### src/rtl/trap_pkg.sv
package trap_pkg;
  typedef enum logic [1:0] {
    PRIV_U   = 2'd0,
    PRIV_S   = 2'd1,
    PRIV_RSV = 2'd2,
    PRIV_M   = 2'd3
  } priv_e;

  localparam int unsigned ENV_CALL_U = 8;
  localparam int unsigned ENV_CALL_S = 9;
  localparam int unsigned ENV_CALL_M = 11;
  localparam int unsigned NUM_LEVELS = 2;  // index 0 = supervisor, 1 = machine
endpackage

### src/rtl/trap_cause_sel.sv
module trap_cause_sel #(
  parameter int XLEN    = 32,
  parameter int CAUSE_W = 5,
  parameter logic [(1<<CAUSE_W)-1:0] ADDR_CAUSE_MASK = 'hB0F3
) (
  input  logic               is_irq,
  input  logic [CAUSE_W-1:0] cause_in,
  input  logic [1:0]         priv,
  input  logic [XLEN-1:0]    fault_addr,
  output logic [CAUSE_W-1:0] cause_out,
  output logic [XLEN-1:0]    tval
);
  import trap_pkg::*;

  always_comb begin
    cause_out = cause_in;
    if (!is_irq && (cause_in == CAUSE_W'(ENV_CALL_U))) begin
      case (priv)
        PRIV_S:  cause_out = CAUSE_W'(ENV_CALL_S);
        PRIV_M:  cause_out = CAUSE_W'(ENV_CALL_M);
        default: cause_out = CAUSE_W'(ENV_CALL_U);
      endcase
    end
  end

  always_comb begin
    if (!is_irq && ADDR_CAUSE_MASK[cause_out]) tval = fault_addr;
    else                                       tval = '0;
  end
endmodule

### src/rtl/trap_router.sv
module trap_router #(
  parameter int CAUSE_W = 5
) (
  input  logic                    is_irq,
  input  logic [CAUSE_W-1:0]      cause,
  input  logic [1:0]              priv,
  input  logic [(1<<CAUSE_W)-1:0] edeleg,
  input  logic [(1<<CAUSE_W)-1:0] ideleg,
  output logic                    to_s
);
  import trap_pkg::*;

  logic [(1<<CAUSE_W)-1:0] deleg_vec;

  always_comb begin
    deleg_vec = is_irq ? ideleg : edeleg;
    to_s      = (priv != PRIV_M) && deleg_vec[cause];
  end
endmodule

### src/rtl/trap_vec_calc.sv
module trap_vec_calc #(
  parameter int XLEN    = 32,
  parameter int CAUSE_W = 5
) (
  input  logic [XLEN-1:0]    tvec,
  input  logic               is_irq,
  input  logic [CAUSE_W-1:0] cause,
  output logic [XLEN-1:0]    vec_pc
);
  logic [XLEN-1:0] base;
  logic [XLEN-1:0] offset;

  always_comb begin
    base   = {tvec[XLEN-1:2], 2'b00};
    offset = (is_irq && (tvec[1:0] == 2'b01)) ? (XLEN'(cause) << 2) : '0;
    vec_pc = base + offset;
  end
endmodule

### src/rtl/trap_entry_ctrl.sv
module trap_entry_ctrl #(
  parameter int XLEN    = 32,
  parameter int CAUSE_W = 5
) (
  input  logic                    clk,
  input  logic                    rst_n,
  input  logic                    trap_valid,
  input  logic                    trap_is_irq,
  input  logic [CAUSE_W-1:0]      trap_cause,
  input  logic [XLEN-1:0]         trap_addr,
  input  logic [XLEN-1:0]         cur_pc,
  input  logic [(1<<CAUSE_W)-1:0] edeleg,
  input  logic [(1<<CAUSE_W)-1:0] ideleg,
  input  logic [XLEN-1:0]         stvec,
  input  logic [XLEN-1:0]         mtvec,
  input  logic                    st_wr_en,
  input  logic [1:0]              st_wr_priv,
  input  logic                    st_wr_sie,
  input  logic                    st_wr_mie,
  output logic [1:0]              priv_o,
  output logic                    sie_o,
  output logic                    spie_o,
  output logic                    spp_o,
  output logic                    mie_o,
  output logic                    mpie_o,
  output logic [1:0]              mpp_o,
  output logic [XLEN-1:0]         scause_o,
  output logic [XLEN-1:0]         sepc_o,
  output logic [XLEN-1:0]         stval_o,
  output logic [XLEN-1:0]         mcause_o,
  output logic [XLEN-1:0]         mepc_o,
  output logic [XLEN-1:0]         mtval_o,
  output logic [XLEN-1:0]         pc_o
);
  import trap_pkg::*;

  localparam int PAD_W = XLEN - 1 - CAUSE_W;

  // state registers
  logic [1:0]      priv_q, priv_n;
  logic            sie_q, sie_n, spie_q, spie_n, spp_q, spp_n;
  logic            mie_q, mie_n, mpie_q, mpie_n;
  logic [1:0]      mpp_q, mpp_n;
  logic [XLEN-1:0] scause_q, scause_n, sepc_q, sepc_n, stval_q, stval_n;
  logic [XLEN-1:0] mcause_q, mcause_n, mepc_q, mepc_n, mtval_q, mtval_n;
  logic [XLEN-1:0] pc_q, pc_n;

  // datapath
  logic [CAUSE_W-1:0] eff_cause;
  logic [XLEN-1:0]    eff_tval;
  logic               route_s;
  logic [XLEN-1:0]    cause_word;
  logic [XLEN-1:0]    tvec_arr [NUM_LEVELS];
  logic [XLEN-1:0]    vec_pc   [NUM_LEVELS];

  trap_cause_sel #(.XLEN(XLEN), .CAUSE_W(CAUSE_W)) u_cause (
    .is_irq    (trap_is_irq),
    .cause_in  (trap_cause),
    .priv      (priv_q),
    .fault_addr(trap_addr),
    .cause_out (eff_cause),
    .tval      (eff_tval)
  );

  trap_router #(.CAUSE_W(CAUSE_W)) u_route (
    .is_irq(trap_is_irq),
    .cause (eff_cause),
    .priv  (priv_q),
    .edeleg(edeleg),
    .ideleg(ideleg),
    .to_s  (route_s)
  );

  assign tvec_arr[0] = stvec;
  assign tvec_arr[1] = mtvec;

  for (genvar g = 0; g < NUM_LEVELS; g++) begin : g_vec
    trap_vec_calc #(.XLEN(XLEN), .CAUSE_W(CAUSE_W)) u_vec (
      .tvec  (tvec_arr[g]),
      .is_irq(trap_is_irq),
      .cause (eff_cause),
      .vec_pc(vec_pc[g])
    );
  end

  assign cause_word = {trap_is_irq, {PAD_W{1'b0}}, eff_cause};

  // next-state logic
  always_comb begin
    priv_n   = priv_q;
    sie_n    = sie_q;
    spie_n   = spie_q;
    spp_n    = spp_q;
    mie_n    = mie_q;
    mpie_n   = mpie_q;
    mpp_n    = mpp_q;
    scause_n = scause_q;
    sepc_n   = sepc_q;
    stval_n  = stval_q;
    mcause_n = mcause_q;
    mepc_n   = mepc_q;
    mtval_n  = mtval_q;
    pc_n     = pc_q;
    if (trap_valid) begin
      if (route_s) begin
        spie_n   = sie_q;
        spp_n    = (priv_q == PRIV_S);
        sie_n    = 1'b0;
        scause_n = cause_word;
        sepc_n   = cur_pc;
        stval_n  = eff_tval;
        pc_n     = vec_pc[0];
        priv_n   = PRIV_S;
      end else begin
        mpie_n   = mie_q;
        mpp_n    = priv_q;
        mie_n    = 1'b0;
        mcause_n = cause_word;
        mepc_n   = cur_pc;
        mtval_n  = eff_tval;
        pc_n     = vec_pc[1];
        priv_n   = PRIV_M;
      end
    end else if (st_wr_en) begin
      priv_n = (st_wr_priv == PRIV_RSV) ? PRIV_U : st_wr_priv;
      sie_n  = st_wr_sie;
      mie_n  = st_wr_mie;
    end
  end

  logic upd_en;
  assign upd_en = trap_valid | st_wr_en;

  // register process with explicit enable
  always_ff @(posedge clk or negedge rst_n) begin
    if (!rst_n) begin
      priv_q   <= PRIV_M;
      sie_q    <= 1'b0;
      spie_q   <= 1'b0;
      spp_q    <= 1'b0;
      mie_q    <= 1'b0;
      mpie_q   <= 1'b0;
      mpp_q    <= 2'b00;
      scause_q <= '0;
      sepc_q   <= '0;
      stval_q  <= '0;
      mcause_q <= '0;
      mepc_q   <= '0;
      mtval_q  <= '0;
      pc_q     <= '0;
    end else if (upd_en) begin
      priv_q   <= priv_n;
      sie_q    <= sie_n;
      spie_q   <= spie_n;
      spp_q    <= spp_n;
      mie_q    <= mie_n;
      mpie_q   <= mpie_n;
      mpp_q    <= mpp_n;
      scause_q <= scause_n;
      sepc_q   <= sepc_n;
      stval_q  <= stval_n;
      mcause_q <= mcause_n;
      mepc_q   <= mepc_n;
      mtval_q  <= mtval_n;
      pc_q     <= pc_n;
    end
  end

  assign priv_o   = priv_q;
  assign sie_o    = sie_q;
  assign spie_o   = spie_q;
  assign spp_o    = spp_q;
  assign mie_o    = mie_q;
  assign mpie_o   = mpie_q;
  assign mpp_o    = mpp_q;
  assign scause_o = scause_q;
  assign sepc_o   = sepc_q;
  assign stval_o  = stval_q;
  assign mcause_o = mcause_q;
  assign mepc_o   = mepc_q;
  assign mtval_o  = mtval_q;
  assign pc_o     = pc_q;
endmodule

### config.mk
export PLATFORM = sky130hd
export DESIGN_NAME = trap_entry_ctrl
export DESIGN_NICKNAME = d
export VERILOG_FILES = /design/src/rtl/trap_pkg.sv /design/src/rtl/trap_cause_sel.sv /design/src/rtl/trap_router.sv /design/src/rtl/trap_vec_calc.sv /design/src/rtl/trap_entry_ctrl.sv
export SDC_FILE = /design/constraint.sdc
export NUM_CORES = 1
export LEC_CHECK = 0
export ABC_AREA = 0
export BUFFER_PORTS_ARGS = -buffer_cell sky130_fd_sc_hd__buf_4
export CAP_MARGIN = 20
export CORE_AREA = 2 2 169 171
export DETAILED_ROUTE_END_ITERATION = 10
export DIE_AREA = 0 0 171 173
export PLACE_DENSITY = 0.64
export SYNTH_ARGS = -nofsm -noshare
export SYNTH_HDL_FRONTEND = slang
export SYNTH_SLANG_ARGS = --single-unit
### constraint.sdc
create_clock -name clk -period 5.85 [get_ports clk]
set_clock_uncertainty 0.05 [all_clocks]
set_input_delay 0.2925 -clock clk [delete_from_list [all_inputs] [get_ports clk]]
set_output_delay 0.2925 -clock clk [all_outputs]
set_load 0.02 [all_outputs]
After elaboration in Yosys (flattened, before gate mapping)
Memories as Yosys holds them, arrays and structs flattened.
Cells that the tools add are included.

cells by class
  add/subtract/negate cells = 2
  magnitude comparators = 1
  equal/unequal tests = 9
  muxes and demuxes = 20
  bitwise operators = 2
  reductions and logical operators = 13

operators with widths
  operator            count
  $mux 32             3
  $add 32x7->32       2
  $mux 7              2
  $reduce_and 3->1    4
  $mux 1              8
  $mux 2              4
  $eq 2x1->1 const B  3
  $lt 5x6->1 const B  1
  $bmux 1 s5          1
  $eq 5x4->1 const B  1
  $logic_and 1x1->1   5
  $mux 5              1
  $eq 2x2->1 const B  2
  $ne 2x2->1 const B  2
  $pmux 2 s2          1
  $reduce_and 2->1    2
  $ne 2x1->1 const B  1
  $reduce_bool 2->1   1
  $logic_not 1->1     1
  $not 1->1           1
  $or 1x1->1          1

storage, ports and cells
  flip-flop bits (word level) = 181
  ROM bits = 32
  input port bits = 206
  memories = 1

memories
  name              depth  width  read ports  clocked after Yosys merged registers in  wr ports  RTL line              RTL
  (name not given)  32     1      1           0                                        0         trap_cause_sel.sv:27  if (!is_irq && ADDR_CAUSE_MASK[cause_out]) tval = fault_addr;

Logic depth before layout (Yosys ltp)
Gate-level depths: netlist (run 1).

  depth in word-level cells = 8
  mapped depth = 15
  depth with buffers taken out = 12

By module
From an unflattened synthesis (run 1), not the netlist that was laid out.

second synthesis, totals
  cell total of the unflattened synthesis = 835
  area total of the unflattened synthesis = 10,382.5 µm²

modules (own cells, without submodules)
  module                          times used  cells an instance  area an instance (µm²)
  trap_entry_ctrl                 1           516                7,677.4
  trap_vec_calc (g_vec[0].u_vec)  1           115                915.9
  trap_vec_calc (g_vec[1].u_vec)  1           113                882.1
  trap_router                     1           40                 573.0
  trap_cause_sel                  1           51                 334.1

Least setup slack after synthesis (run 1)
No wires, ideal clock.

  path kind = input port to flip-flop
  start point = input trap_is_irq
  end point = register pc_q[13], in the netlist pc_o[13]
  library setup time = 0.121 ns
  arrival = 3.210 ns
  data required time = 5.679 ns
  slack = 2.469 ns
  stages = 13
  path buffers = 2
  cell sequence = buf_2 > buf_2 > inv_1 > nor3b_1 > and2_1 > ha_1 > a21o_1 > a21o_1 > a211oi_1 > nor3b_1 > xnor2_1 > a31oi_1 > a22o_1

on the way
  word-level cells in the longest chain between the ends = 7
  elaborated cells between the ends (all ways) = 14

ends and longest elaborated chain
  item                                                   RTL line                RTL
  start, declared                                        trap_entry_ctrl.sv:8    input logic trap_is_irq,
  branches (longest 6 deep; another with $add 32x7->32)  n/a
  $mux 32 (*)                                            trap_entry_ctrl.sv:105  if (route_s) begin
  end signal, assigned                                   trap_entry_ctrl.sv:165  pc_q <= pc_n;
  end, declared                                          trap_entry_ctrl.sv:46   logic [XLEN-1:0] pc_q, pc_n;

Every way passes the cells marked *. The select of a mux whose other input is x is not followed.
A chain may end at the register's enable or synchronous reset.

Final worst setup path (run 1)
  start point = register priv_q[0], in the netlist priv_o[0]
  end point = register mepc_q[6], in the netlist mepc_o[6]

on the way
  word-level cells in the longest chain between the ends = 8
  elaborated cells between the ends (all ways) = 10

ends and longest elaborated chain
  item                                      RTL line                RTL
  start, declared                           trap_entry_ctrl.sv:40   logic [1:0] priv_q, priv_n;
  start signal, assigned                    trap_entry_ctrl.sv:152  priv_q <= priv_n;
  $eq 2x2->1 or $eq 2x1->1 (tied branches)  trap_cause_sel.sv:18    case (priv)
  $pmux 2 s2                                trap_cause_sel.sv:18
  $mux 5                                    trap_cause_sel.sv:17    if (!is_irq && (cause_in == CAUSE_W'(ENV_CALL_U))) begin
  $bmux 1 s5                                trap_router.sv:17       to_s = (priv != PRIV_M) && deleg_vec[cause];
  $mux 1 (implied by the code)              trap_router.sv:17
  $logic_and 1x1->1 (*)                     trap_router.sv:17
  $not 1->1 (no source line) (*)            n/a
  $reduce_and 3->1 (no source line) (*)     n/a
  end signal, assigned                      trap_entry_ctrl.sv:163  mepc_q <= mepc_n;
  end, declared                             trap_entry_ctrl.sv:45   logic [XLEN-1:0] mcause_q, mcause_n, mepc_q, mepc_n, mtval_q, mtval_n;

Every way passes the cells marked *; elsewhere a longest branch is shown, timed or not. The select of a mux whose other input is x is not followed.

==> results of run 1 <==
==> final cells by class <==
| class | count | area share, % |
|---|---|---|
| diodes | 2 | 0.0369 |
| repair buffers | 398 | 22.3 |
| clock inverters | 14 | 1.17 |
| inverters | 7 | 0.194 |
| well taps | 378 | 3.49 |
| multi-input cells | 637 | 36.5 |
| clock buffers | 18 | 3.24 |
| flip-flops and latches | 179 | 33.1 |
==> worst paths after layout <==
check / start / endpoint / slack [ns] / cells past startpoint
max in group asynchronous: rst_n / sepc_o[18] / 4.02 / 3
min reg2reg: stval_o[5] / stval_o[5] / 0.44 / 1
max: priv_o[0] / mepc_o[6] / 1.98 / 8
max reg2reg: priv_o[0] / mepc_o[6] / 1.98 / 8
min: cur_pc[30] / sepc_o[30] / 0.05 / 2
min in group asynchronous: rst_n / sepc_o[29] / 0.35 / 2
==> logic make-up after synthesis <==
kind of cell / share of synthesized area, %
compound gates: 10.3
xor+xnor: 4.85
fa+ha+maj: 1.66
buf+inv: 7.49
flops: 45.1
mux: 19.5
other cells: 0.0377
simple gates: 11.0
==> metrics by stage <==
| step | power (mW) | utilization [%] | worst slack (ns) | std cells | hold slack (ns) |
|---|---|---|---|---|---|
| 6_report | 4.36 | 49.0 | 1.98 | 1633 | 0.0501 |
| 3_5_place_dp | 3.22 | 46.8 | 1.62 | 1598 | 0.275 |
| 3_3_place_gp | 3.20 | 46.8 | 1.68 | 1598 | 0.272 |
| 4_1_cts | 4.41 | 49.0 | 1.92 | 1631 | 0.0292 |
| 5_1_grt | 4.56 | 49.0 | 1.74 | 1632 | 0.0244 |
| 2_1_floorplan | 2.50 | - | 2.47 | 933 | -0.0531 |
==> timing repair <==
action,4_1_cts,5_1_grt
hold buffers,1,0
hold endpoints to repair,57,0
endpoints found under the setup margin,0,0
resized for setup,0,0
==> metal layers <==
layer  GRT usage (%)  vias to the layer above
li1                -                     3796
met1            25.0                     4083
met2            37.2                      354
met3            4.85                       31
met4            6.25                        0
met5               0                        -
==> state kept, by name, summed over array words and instances, names as in the netlist <==
signal and flops:
mcause_o 6, mepc_o 32, mie_o 1, mpie_o 1, mpp_o 2, mtval_o 32
pc_o 30, priv_o 2, scause_o 6, sepc_o 32, sie_o 1, spie_o 1
spp_o 1, stval_o 32
==> placed cells by master, fill, tap and decap left out, types with 3 or more instances in the layout <==
cell type / count
nor4_1: 6
o31ai_1: 10
nand3_1: 16
o21bai_1: 3
o2bb2ai_1: 10
o22ai_1: 4
mux2_1: 16
o21a_1: 3
nor3_1: 18
and4_1: 5
ha_1: 10
mux4_2: 4
nor2b_1: 4
a31oi_1: 17
a22o_1: 12
buf_4: 394
nor3b_1: 8
and2_1: 44
and3_1: 5
a211oi_1: 5
xnor2_1: 34
clkbuf_16: 17
nor2_1: 26
a21o_1: 7
clkinv_8: 3
mux2_2: 135
o21ai_0: 23
conb_1: 54
inv_8: 5
nand2b_1: 7
nand4_1: 14
a21oi_1: 28
xor2_1: 21
mux2i_1: 15
dfrtp_1: 177
nand2_1: 35
inv_1: 6
==> worst max-delay path, stage by stage (launching register included) <==
cell and delay, ns:
dfstp_2 0.68, nand2b_1 0.14, o21ai_0 0.65, mux4_2 0.36
a22oi_1 0.10, a32o_1 0.26, o21ai_4 0.75, buf_4 0.38
mux2_2 0.36
==> where the power goes <==
group	switching [mW]	internal, mW	total, mW
clock	0.588	0.589	1.18
combinational	0.828	0.705	1.53
sequential	0.152	1.50	1.65
total	1.57	2.79	4.36
==> metrics.md, run 1 <==
| Metric | Value |
|---|---|
| Area contributors post-synth | `dfrtp_1 45%, mux2_2 15%, buf_4 4.2%, xnor2_1 3.0%, and2_1 2.8%` |
| WL met1 | `12,200 µm` |
| Final instance area | `0.0135 mm²` |
| Tightest Pin Transition | `1.06 ns` |
| Worst Path Max Fanout | `24` |
| Iteration-0 DRC count of the detailed router | `537` |
| Die Ht | `173 µm` |
| Total area of multi-input combinational cells | `0.00494 mm²` |
| Final Critical Period | `3.87 ns` |
| Cell Area, Synth | `0.00994 mm²` |
| Fin Setup TNS | `0 ns` |
| Area share of the largest cell type after synthesis | `44.6%` |
| Clock buffer depth | `2` |
| HPWL after DPL | `23,500 µm` |
| IO Pins | `439` |
| Leak pwr | `6.45 nW` |
| Drt pass-1 iters | `5` |
| First-pass GRT wire length | `48,400 µm` |
| Power Density | `322 mW/mm²` |
| Antenna violations before repair | `2` |
| Gp weighted congestion | `0.860` |
| Final slew viol count | `0` |
| Largest area contributor in the netlist | `dfrtp_1` |
| Sequential share of the synthesized area | `45.1%` |
| Placement Cell Area | `0.0129 mm²` |
| Num rows | `61` |
| Synthesized flop and latch total | `179` |
| Hold Crit Class | `input port to flip-flop` |
| CORE AREA | `0.0276 mm²` |
| Grt ovf | `0` |
| Top-count cell post-synth | `dfrtp_1` |
| Status | `finished clean` |
| Via count | `8,264` |
| Yosys cell types | `65` |
| RSZ-0062 raised after global routing | `false` |
| WL met3 | `2420 µm` |
| Post-Syn Instances | `880` |
| Clk pin slew, worst setup/hold paths | `0.08 ns` |
| Uppermost layer routed | `met4` |
| Required time worst endpoint | `6.11 ns` |
| Clk sinks | `179` |
| EDFF count, synth | `0` |
| CTS root buffer | `clkbuf_16` |
| Crit path kind | `flip-flop to flip-flop` |
| Register area | `0.00448 mm²` |
| Detail Route Antenna Nets | `0` |
| Async SR Flop Fraction | `100%` |
| Syn Area/Cell | `11.3 µm²` |
| Htree depth | `4` |
| Layout cells sized above 1 | `46.0%` |
| Final-layout fill cell count | `2,598` |
| CP startpoint kind | `flip-flop` |
| Die width | `171 µm` |
| Ys Warns | `0` |
| Setup violations, final | `0` |
| Worst-Skew Late Latency | `0.41 ns` |
| Final wirelength | `31,600 µm` |
| VDD IR max | `0.000186 V` |
| Post-CTS Setup Bufs | `0` |
| Synth Flop Type | `dfrtp_1` |
| Nets@finish | `1,458` |
| Largest net degree at the start of global routing | `75` |
| Die ar. | `0.0296 mm²` |
| DR vias/cell | `5.06` |
| CTS tree | `yes` |
| Commonest cells post-synth | `177 x dfrtp_1, 135 x mux2_2, 56 x buf_4, 44 x and2_1, 35 x nand2_1` |
| Starting density of the core | `36.0%` |
| Tcrit/Tclk final | `66.2%` |
| Port bufs | `384` |
| Vias in the first global route | `8,333` |
| DRC | `0` |
| Max Cap Viol | `0` |
| F_max | `0.258 GHz` |
| Area growth from synthesis to layout | `36.3%` |
| Critical path arrival | `4.13 ns` |
| Routed wl met2 | `16,400 µm` |
| Max_slew headroom | `29.6%` |
| Wire per inst | `19.4 µm` |
| Tot GR Track Use | `21.0%` |
| Final Hold Violating Endpoints | `0` |
| Total CTS buffers | `17` |
| CP Capture Type | `flip-flop` |
Note: power is estimated with default switching activity, not from simulation.
==> inputs of run 2 (changes only) <==
--- a/config.mk
+++ b/config.mk
@@ -5,7 +5,7 @@
 export SDC_FILE = /design/constraint.sdc
 export NUM_CORES = 1
 export LEC_CHECK = 0
-export ABC_AREA = 0
+export ABC_AREA = 1
 export BUFFER_PORTS_ARGS = -buffer_cell sky130_fd_sc_hd__buf_4
 export CAP_MARGIN = 20
 export CORE_AREA = 2 2 169 171
==> constraint.sdc (replaced) <==
create_clock -name clk -period 3.93 [get_ports clk]
set_clock_uncertainty 0.05 [all_clocks]
set_input_delay 0.1965 -clock clk [delete_from_list [all_inputs] [get_ports clk]]
set_output_delay 0.1965 -clock clk [all_outputs]
set_load 0.02 [all_outputs]
==> run 2 against run 1 <==
  * Non-clock buffer count rose by 57
  * Sequential share of layout area fell by 1.1 points
  * Final area rose by 3.5%
  * Area after synthesis fell by 1.4%
  * Clock power rose by 57%
  * Die area did not move
  * Hold slack got worse by 0.030 ns
  * Via count rose by 20%
  * Largest cell class unchanged
  * Largest power group unchanged
  * Highest routed layer unchanged
==> metrics.md, run 2 <==
| Metric | Value |
|---|---|
| Status | `finished clean (unchanged)` |
| Synth Area in XOR/XNOR | `4.92% (was 4.85%)` |
| Detail Route Antenna Nets | `0 (unchanged)` |
| Die Ht | `173 µm (unchanged)` |
| Tcrit/Tclk final | `87.5% (was 66.2%)` |
| Max Cap Viol | `0 (unchanged)` |
| Final-layout fill cell count | `2,712 (was 2,598)` |
| Fin Setup TNS | `0 ns (unchanged)` |
| Starting density of the core | `35.5% (was 36.0%)` |
| Mux contribution to synthesized area | `0% (was 19.5%)` |
| Total area of multi-input combinational cells | `0.00464 mm² (was 0.00494 mm²)` |
| CP max-delay cell | `dfstp_2 (was o21ai_4)` |
| Antenna cells | `0 (was 2)` |
| Hold Path Sink | `mtval_o[29] (was sepc_o[30])` |
| Num rows | `61 (unchanged)` |
| HPWL after DPL | `24,300 µm (was 23,500 µm)` |
| Worst r2r src | `priv_o[0] (unchanged)` |
| Crit-path cells | `inv_1, nor2_1, nand3_2, nand2_4, inv_2, nor2_1, ha_1, fa_1, nand3_1, nand2_1, a21oi_1, nor3_1, nand2_1, nor3_1, nand3_1, xor2_1, nand2_1, nand3_1 (was nand2b_1, o21ai_0, mux4_2, a22oi_1, a32o_1, o21ai_4, buf_4, mux2_2)` |
| Area share of the largest cell type after synthesis | `45.2% (was 44.6%)` |
| Adder-Cell Fraction of Synth Area | `1.69% (was 1.66%)` |
| CP max stage delay | `0.57 ns (was 0.75 ns)` |
| CP Capture Type | `flip-flop (unchanged)` |
| VDD IR max | `0.000256 V (was 0.000186 V)` |
| Final Hold Violating Endpoints | `0 (unchanged)` |
| Via count | `9,952 (was 8,264)` |
| Logic pwr share | `33.2% (was 35.2%)` |
| Gp weighted congestion | `0.936 (was 0.860)` |
| Sequential share of power | `37.7% (was 37.8%)` |
| Sequential share of the synthesized area | `45.7% (was 45.1%)` |
| Critical path arrival | `3.70 ns (was 4.13 ns)` |
| Htree depth | `4 (unchanged)` |
| Area growth from synthesis to layout | `43.1% (was 36.3%)` |
| Largest family of logic cells by synthesized area | `simple AND/OR/NAND/NOR gates (was multiplexers)` |
| RSZ-0062 raised after global routing | `false (unchanged)` |
| Final wirelength | `33,300 µm (was 31,600 µm)` |
| Worst-Skew Late Latency | `0.43 ns (was 0.41 ns)` |
| Synthesized flop and latch total | `179 (unchanged)` |
| Drt pass-1 iters | `6 (was 5)` |
| Worst-case reg-to-reg path depth | `18 (was 8)` |
| Switching power | `2.25 mW (was 1.57 mW)` |
| Final slew viol count | `0 (unchanged)` |
| Tightest Pin Transition | `0.713 ns (was 1.06 ns)` |
| DR vias/cell | `4.73 (was 5.06)` |
| Final instance area | `0.0140 mm² (was 0.0135 mm²)` |
| Cell Area, Synth | `0.00980 mm² (was 0.00994 mm²)` |
| Sw Share | `35.4% (was 36.0%)` |
| Top-count cell post-synth | `nand2_1 (was dfrtp_1)` |
| Required time worst endpoint | `4.19 ns (was 6.11 ns)` |
| Synth Area in Simple Gates | `33.5% (was 11.0%)` |
| Area contributors post-synth | `dfrtp_1 45%, nand2_1 18%, nand3_1 7.1%, nor2_1 5.1%, buf_4 4.9% (was dfrtp_1 45%, mux2_2 15%, buf_4 4.2%, xnor2_1 3.0%, and2_1 2.8%)` |
| CTS root buffer | `clkbuf_16 (unchanged)` |
| Iteration-0 DRC count of the detailed router | `686 (was 537)` |
| Total CTS buffers | `17 (unchanged)` |
| Power Density | `454 mW/mm² (was 322 mW/mm²)` |
| Hold Crit Class | `input port to flip-flop (unchanged)` |
| Compound-cell area share of the yosys netlist | `5.00% (was 10.3%)` |
| Post-Syn Instances | `1,301 (was 880)` |
| Tot GR Track Use | `22.1% (was 21.0%)` |
| Final Critical Period | `3.44 ns (was 3.87 ns)` |
| Die width | `171 µm (unchanged)` |
| Antenna violations before repair | `0 (was 2)` |
| Async SR Flop Fraction | `100% (unchanged)` |
| CTS tree | `yes (unchanged)` |
| DRC | `0 (unchanged)` |
| Grt ovf | `0 (unchanged)` |
| Ys Warns | `0 (unchanged)` |
| Register area | `0.00448 mm² (unchanged)` |
| Leak pwr | `7.34 nW (was 6.45 nW)` |
| Die ar. | `0.0296 mm² (unchanged)` |
| EDFF count, synth | `0 (unchanged)` |
| Largest area contributor in the netlist | `dfrtp_1 (unchanged)` |
| Most common cell after layout, fill and taps aside | `nand2_1 (was buf_4)` |
| R2r setup slk | `0.49 ns (was 1.98 ns)` |
| Setup violations, final | `0 (unchanged)` |
| CP Buf/Inv Count | `2 (was 1)` |
| Commonest cells after routing, fill and taps aside | `465 x nand2_1, 395 x buf_4, 177 x dfrtp_1 (was 394 x buf_4, 177 x dfrtp_1, 135 x mux2_2)` |
| Pint | `4.11 mW (was 2.79 mW)` |
| Largest net degree at the start of global routing | `117 (was 75)` |
| Vias in the first global route | `9,634 (was 8,333)` |
| Clk sinks | `179 (unchanged)` |
| Layout cells sized above 1 | `26.0% (was 46.0%)` |
| Critical hold path startpoint | `trap_addr[29] (was cur_pc[30])` |
| Crit path kind | `flip-flop to flip-flop (unchanged)` |
| Critical path's top delay family | `simple AND/OR/NAND/NOR gates (was compound AO/OA/AOI/OAI gates)` |
| CORE AREA | `0.0276 mm² (unchanged)` |
| Max_slew headroom | `52.5% (was 29.6%)` |
| Wire per inst | `15.8 µm (was 19.4 µm)` |
| Yosys cell types | `33 (was 65)` |
| Synth Flop Type | `dfrtp_1 (unchanged)` |
| Total power | `6.36 mW (was 4.36 mW)` |
| Clock share of power | `29.1% (was 27.0%)` |
| Worst Path Max Fanout | `17 (was 24)` |
| CP startpoint kind | `flip-flop (unchanged)` |
| Placement Cell Area | `0.0128 mm² (was 0.0129 mm²)` |
| Reg2reg end | `pc_o[26] (was mepc_o[6])` |
| IO Pins | `439 (unchanged)` |
| First-pass GRT wire length | `51,900 µm (was 48,400 µm)` |
| Port bufs | `384 (unchanged)` |
| Syn Area/Cell | `7.53 µm² (was 11.3 µm²)` |
| F_max | `0.291 GHz (was 0.258 GHz)` |
| Worst Hold Path Cells | `3 (was 2)` |
| Commonest cells post-synth | `465 x nand2_1, 177 x dfrtp_1, 139 x nand3_1, 134 x nor2_1, 68 x o21ai_0 (was 177 x dfrtp_1, 135 x mux2_2, 56 x buf_4, 44 x and2_1, 35 x nand2_1)` |
| Nets@finish | `1,931 (was 1,458)` |
| Clock buffer depth | `2 (unchanged)` |
| Clk pin slew, worst setup/hold paths | `0.08 ns (about the same)` |
run 2: cell count changes after synthesis, sizes merged, moves of 47 or more:
| cell | delta |
|---|---|
| inv | +47 |
| mux2 | -151 |
| nand2 | +434 |
| nand3 | +124 |
| nor2 | +110 |
| o21ai | +58 |
run 2: metal layers:
metal / GRT usage, % / wire [µm]
met1: 29.5 / 14400
met5: 0 / 0
met2: 35.7 / 15600
met4: 7.98 / 905
met3: 4.12 / 2370
run 2: layout make-up:
class / count / share of cell area (%)
Sequential cell: 179 / 32.0
Clock inverter: 13 / 1.41
Tap cell: 378 / 3.37
Inverter: 53 / 1.42
Multi-Input combinational cell: 1007 / 33.1
Timing Repair Buffer: 455 / 25.7
Clock buffer: 19 / 3.09
run 2: power groups by stage:
stage / Clock (mW) / Sequential, mW / Combinational [mW]
floorplan: 0 / 2.82 / 0.684
global placement: 0 / 2.42 / 2.07
detailed placement: 0 / 2.42 / 2.08
CTS: 1.90 / 2.39 / 2.13
global route: 1.97 / 2.44 / 2.28
finish: 1.85 / 2.40 / 2.11
run 2: timing repair:
item                                    CTS  global route
setup buffers                             0             0
resized for setup                         0             0
endpoints found under the setup margin    0             0
hold buffers                             56             0
hold endpoints to repair                157             0
run 2: logic make-up (layout without fill, tap and decap cells):
kind of cell,after synthesis,after routing
simple gates,790,790
other cells,1,54
fa+ha+maj,12,12
flops,179,179
xor+xnor,55,55
buf+inv,168,540
compound gates,96,96
run 2: worst reg2reg max path: stages, from the launching register on:
cell and delay [ns]:
dfstp_2 0.57, inv_1 0.08, nor2_1 0.12, nand3_2 0.12
nand2_4 0.18, inv_2 0.09, nor2_1 0.11, ha_1 0.22
fa_1 0.22, nand3_1 0.08, nand2_1 0.15, a21oi_1 0.11
nor3_1 0.33, nand2_1 0.13, nor3_1 0.32, nand3_1 0.15
xor2_1 0.17, nand2_1 0.06, nand3_1 0.06
run 2: worst max path at each step:
| stage | depth (start not counted) | start | slack (ns) | to |
|---|---|---|---|---|
| 2_1_floorplan | 18 | priv_o[0] | 0.84 | pc_o[26] |
| 3_3_place_gp | 18 | priv_o[0] | 0.56 | pc_o[26] |
| 3_5_place_dp | 18 | priv_o[0] | 0.48 | pc_o[26] |
| 4_1_cts | 18 | priv_o[0] | 0.47 | pc_o[26] |
| 5_1_grt | 18 | priv_o[0] | 0.14 | pc_o[26] |
| 6_report | 18 | priv_o[0] | 0.49 | pc_o[26] |
run 2: metrics by stage:
stage          setup slack [ns]  utilization, %  hold WS [ns]  instances
4_1_cts                   0.467            50.8      0.000287       2104
5_1_grt                   0.136            50.8        0.0103       2104
3_3_place_gp              0.560            46.4         0.187       2016
3_5_place_dp              0.485            46.4         0.191       2016
6_report                  0.491            50.8        0.0205       2104
2_1_floorplan             0.841               -        -0.149       1354
==> inputs of run 3 (changes only) <==
--- a/config.mk
+++ b/config.mk
@@ -8,10 +8,11 @@
 export ABC_AREA = 1
 export BUFFER_PORTS_ARGS = -buffer_cell sky130_fd_sc_hd__buf_4
 export CAP_MARGIN = 20
-export CORE_AREA = 2 2 169 171
+export CORE_AREA = 2 2 172 174
+export CTS_BUF_LIST = sky130_fd_sc_hd__clkbuf_8
 export DETAILED_ROUTE_END_ITERATION = 10
-export DIE_AREA = 0 0 171 173
-export PLACE_DENSITY = 0.64
+export DIE_AREA = 0 0 174 176
+export PLACE_DENSITY = 0.62
 export SYNTH_ARGS = -nofsm -noshare
 export SYNTH_HDL_FRONTEND = slang
 export SYNTH_SLANG_ARGS = --single-unit
==> run 3 against run 2 <==
  * Clock-buffer cell count down 1
  * Sequential power about the same
  * Maximum frequency decreased by 3.2%
  * Critical path depth is 2 higher
  * Combinational power is 2% higher
  * Core utilization is 1.1 points lower
  * Die area increased by 3.5%
  * Critical path type unchanged
==> metrics.md, run 3 (synthesis results as in run 2) <==
| Metric | Value |
|---|---|
| DRC | `0 (unchanged)` |
| Status | `finished clean (unchanged)` |
| Final Hold Violating Endpoints | `0 (unchanged)` |
| Most common cell after layout, fill and taps aside | `nand2_1 (unchanged)` |
| Total CTS buffers | `17 (unchanged)` |
| Tcrit/Tclk final | `90.4% (was 87.5%)` |
| Worst r2r src | `priv_o[0] (unchanged)` |
| RSZ-0062 raised after global routing | `false (unchanged)` |
| CTS tree | `yes (unchanged)` |
| Gp weighted congestion | `0.931 (was 0.936)` |
| Worst Hold Path Cells | `4 (was 3)` |
| F_max | `0.282 GHz (was 0.291 GHz)` |
| Clk sinks | `179 (unchanged)` |
| Leak pwr | `7.40 nW (was 7.34 nW)` |
| Detail Route Antenna Nets | `0 (unchanged)` |
| VDD IR max | `0.000248 V (was 0.000256 V)` |
| Critical path arrival | `3.91 ns (was 3.70 ns)` |
| Gr busiest metal | `met2 (unchanged)` |
| Layout cells sized above 1 | `26.0% (about the same)` |
| Iteration-0 DRC count of the detailed router | `687 (was 686)` |
| Hold Crit Class | `input port to flip-flop (unchanged)` |
| Met1 Use GR | `29.5% (about the same)` |
| Clk pin slew, worst setup/hold paths | `0.11 ns (was 0.08 ns)` |
| Area growth from synthesis to layout | `44.7% (was 43.1%)` |
| Hold slack final | `0.0370 ns (was 0.0205 ns)` |
| Tot GR Track Use | `22.3% (was 22.1%)` |
| Final slew viol count | `0 (unchanged)` |
| Vias in the first global route | `10,061 (was 9,634)` |
| Worst-case reg-to-reg path depth | `20 (was 18)` |
| Crit path kind | `flip-flop to flip-flop (unchanged)` |
| Met2 usage | `36.9% (was 35.7%)` |
| Final wirelength | `34,500 µm (was 33,300 µm)` |
| CTS root buffer | `clkbuf_8 (was clkbuf_16)` |
| Die width | `174 µm (was 171 µm)` |
| Max_slew headroom | `37.9% (was 52.5%)` |
| CP startpoint kind | `flip-flop (unchanged)` |
| Worst-Skew Late Latency | `0.45 ns (was 0.43 ns)` |
| Htree depth | `4 (unchanged)` |
| Setup violations, final | `0 (unchanged)` |
| Antenna cells | `0 (unchanged)` |
| DR vias/cell | `4.74 (was 4.73)` |
| Commonest cells after routing, fill and taps aside | `465 x nand2_1, 402 x buf_4, 177 x dfrtp_1 (was 465 x nand2_1, 395 x buf_4, 177 x dfrtp_1)` |
| Global routing usage on met3 | `4.13% (was 4.12%)` |
| Port bufs | `384 (unchanged)` |
| Max Cap Viol | `0 (unchanged)` |
| Final-layout fill cell count | `2,824 (was 2,712)` |
| Fin Setup TNS | `0 ns (unchanged)` |
| Starting density of the core | `34.3% (was 35.5%)` |
| Die ar. | `0.0306 mm² (was 0.0296 mm²)` |
| CP Capture Type | `flip-flop (unchanged)` |
| Drt pass-1 iters | `5 (was 6)` |
| HPWL after DPL | `25,100 µm (was 24,300 µm)` |
| Wire per inst | `16.1 µm (was 15.8 µm)` |
| Die Ht | `176 µm (was 173 µm)` |
| Via count | `10,178 (was 9,952)` |
| Hold Path Sink | `pc_o[22] (was mtval_o[29])` |
| Nets@finish | `1,969 (was 1,931)` |
| IO Pins | `439 (unchanged)` |
| Clock buffer depth | `2 (unchanged)` |
| First-pass GRT wire length | `54,100 µm (was 51,900 µm)` |
| Power Density | `416 mW/mm² (was 454 mW/mm²)` |
| Critical hold path startpoint | `mtvec[22] (was trap_addr[29])` |
| Required time worst endpoint | `4.29 ns (was 4.19 ns)` |
| Largest net degree at the start of global routing | `97 (was 117)` |
| CORE AREA | `0.0285 mm² (was 0.0276 mm²)` |
| Antenna violations before repair | `0 (unchanged)` |
| Grt ovf | `0 (unchanged)` |
| Tightest Pin Transition | `0.932 ns (was 0.713 ns)` |
| R2r setup slk | `0.38 ns (was 0.49 ns)` |
| Worst Path Max Fanout | `17 (unchanged)` |
| Reg2reg end | `pc_o[20] (was pc_o[26])` |
| Num rows | `62 (was 61)` |
| Final Critical Period | `3.55 ns (was 3.44 ns)` |
run 3: cell types whose count changed in the layout (fill, tap and decap cells not counted), moves of 2 or more:
| cell | change |
|---|---|
| dlygate4sd3_1 | +33 |
| clkbuf_8 | +18 |
| clkbuf_16 | -17 |
| buf_4 | +7 |
| buf_12 | -2 |
| clkbuf_1 | -2 |
| inv_1 | +2 |
run 3: how the worst max path moves through the flow:
| stage | startpoint | endpoint | depth (start not counted) |
|---|---|---|---|
| after floorplan | priv_o[0] | pc_o[26] | 18 |
| after global placement | priv_o[0] | pc_o[26] | 18 |
| after detailed placement | priv_o[0] | pc_o[26] | 18 |
| after CTS | priv_o[0] | pc_o[20] | 18 |
| after global routing | priv_o[0] | pc_o[20] | 18 |
| final | priv_o[0] | pc_o[20] | 20 |
run 3: layer usage:
layer / vias up / share of wire, %
met5: - / 0
met2: 420 / 48
met4: 0 / 2.9
met3: 45 / 6.4
met1: 4763 / 43
li1: 4950 / -
run 3: power by group:
group	internal, mW	total [mW]	switching (mW)
logic	0.871	2.16	1.29
registers	2.18	2.39	0.211
clock network	0.644	1.35	0.705
run 3: cell type report:
cell class / count / area, µm² / area share (%)
inverters: 53 / 199 / 1.40
well taps: 384 / 480 / 3.39
repair buffers: 493 / 3940 / 27.8
clock buffers: 18 / 248 / 1.75
multi-input cells: 1007 / 4670 / 33.0
clock inverters: 13 / 160 / 1.13
flip-flops and latches: 179 / 4480 / 31.6
run 3: repair_timing:
| item | CTS | global route |
|---|---|---|
| endpoints found under the setup margin | 0 | 3 |
| hold buffers | 89 | 0 |
| gates resized for setup | 0 | 7 |
| buffers inserted | 0 | 1 |
| endpoints found under the hold margin | 236 | 0 |
run 3: critical path, cell delays in order (launching register included):
cell,delay [ns]
dfstp_2,0.57
inv_1,0.08
nor2_1,0.12
nand3_2,0.16
nand2_8,0.16
inv_2,0.08
nor2_1,0.09
ha_1,0.19
fa_1,0.22
nand3_1,0.08
nand3_1,0.11
nand2_1,0.07
nand2_1,0.10
nand2_1,0.13
nor2_4,0.18
nand2_1,0.11
nor2_1,0.13
xor2_1,0.16
nand3_1,0.10
nand3_1,0.10
dlygate4sd3_1,0.54
run 3: through the flow:
stage / setup WS [ns] / area [µm²] / cells / total power, mW / util, %
finish: 0.378 / 14200 / 2147 / 5.90 / 49.7
global route: 0.0426 / 14200 / 2147 / 6.23 / 49.7
CTS: 0.112 / 14100 / 2146 / 5.95 / 49.5
detailed placement: 0.353 / 12800 / 2026 / 4.51 / 45.0
global placement: 0.488 / 12800 / 2026 / 4.50 / 45.0
floorplan: 0.841 / 10000 / 1354 / 3.51 / -
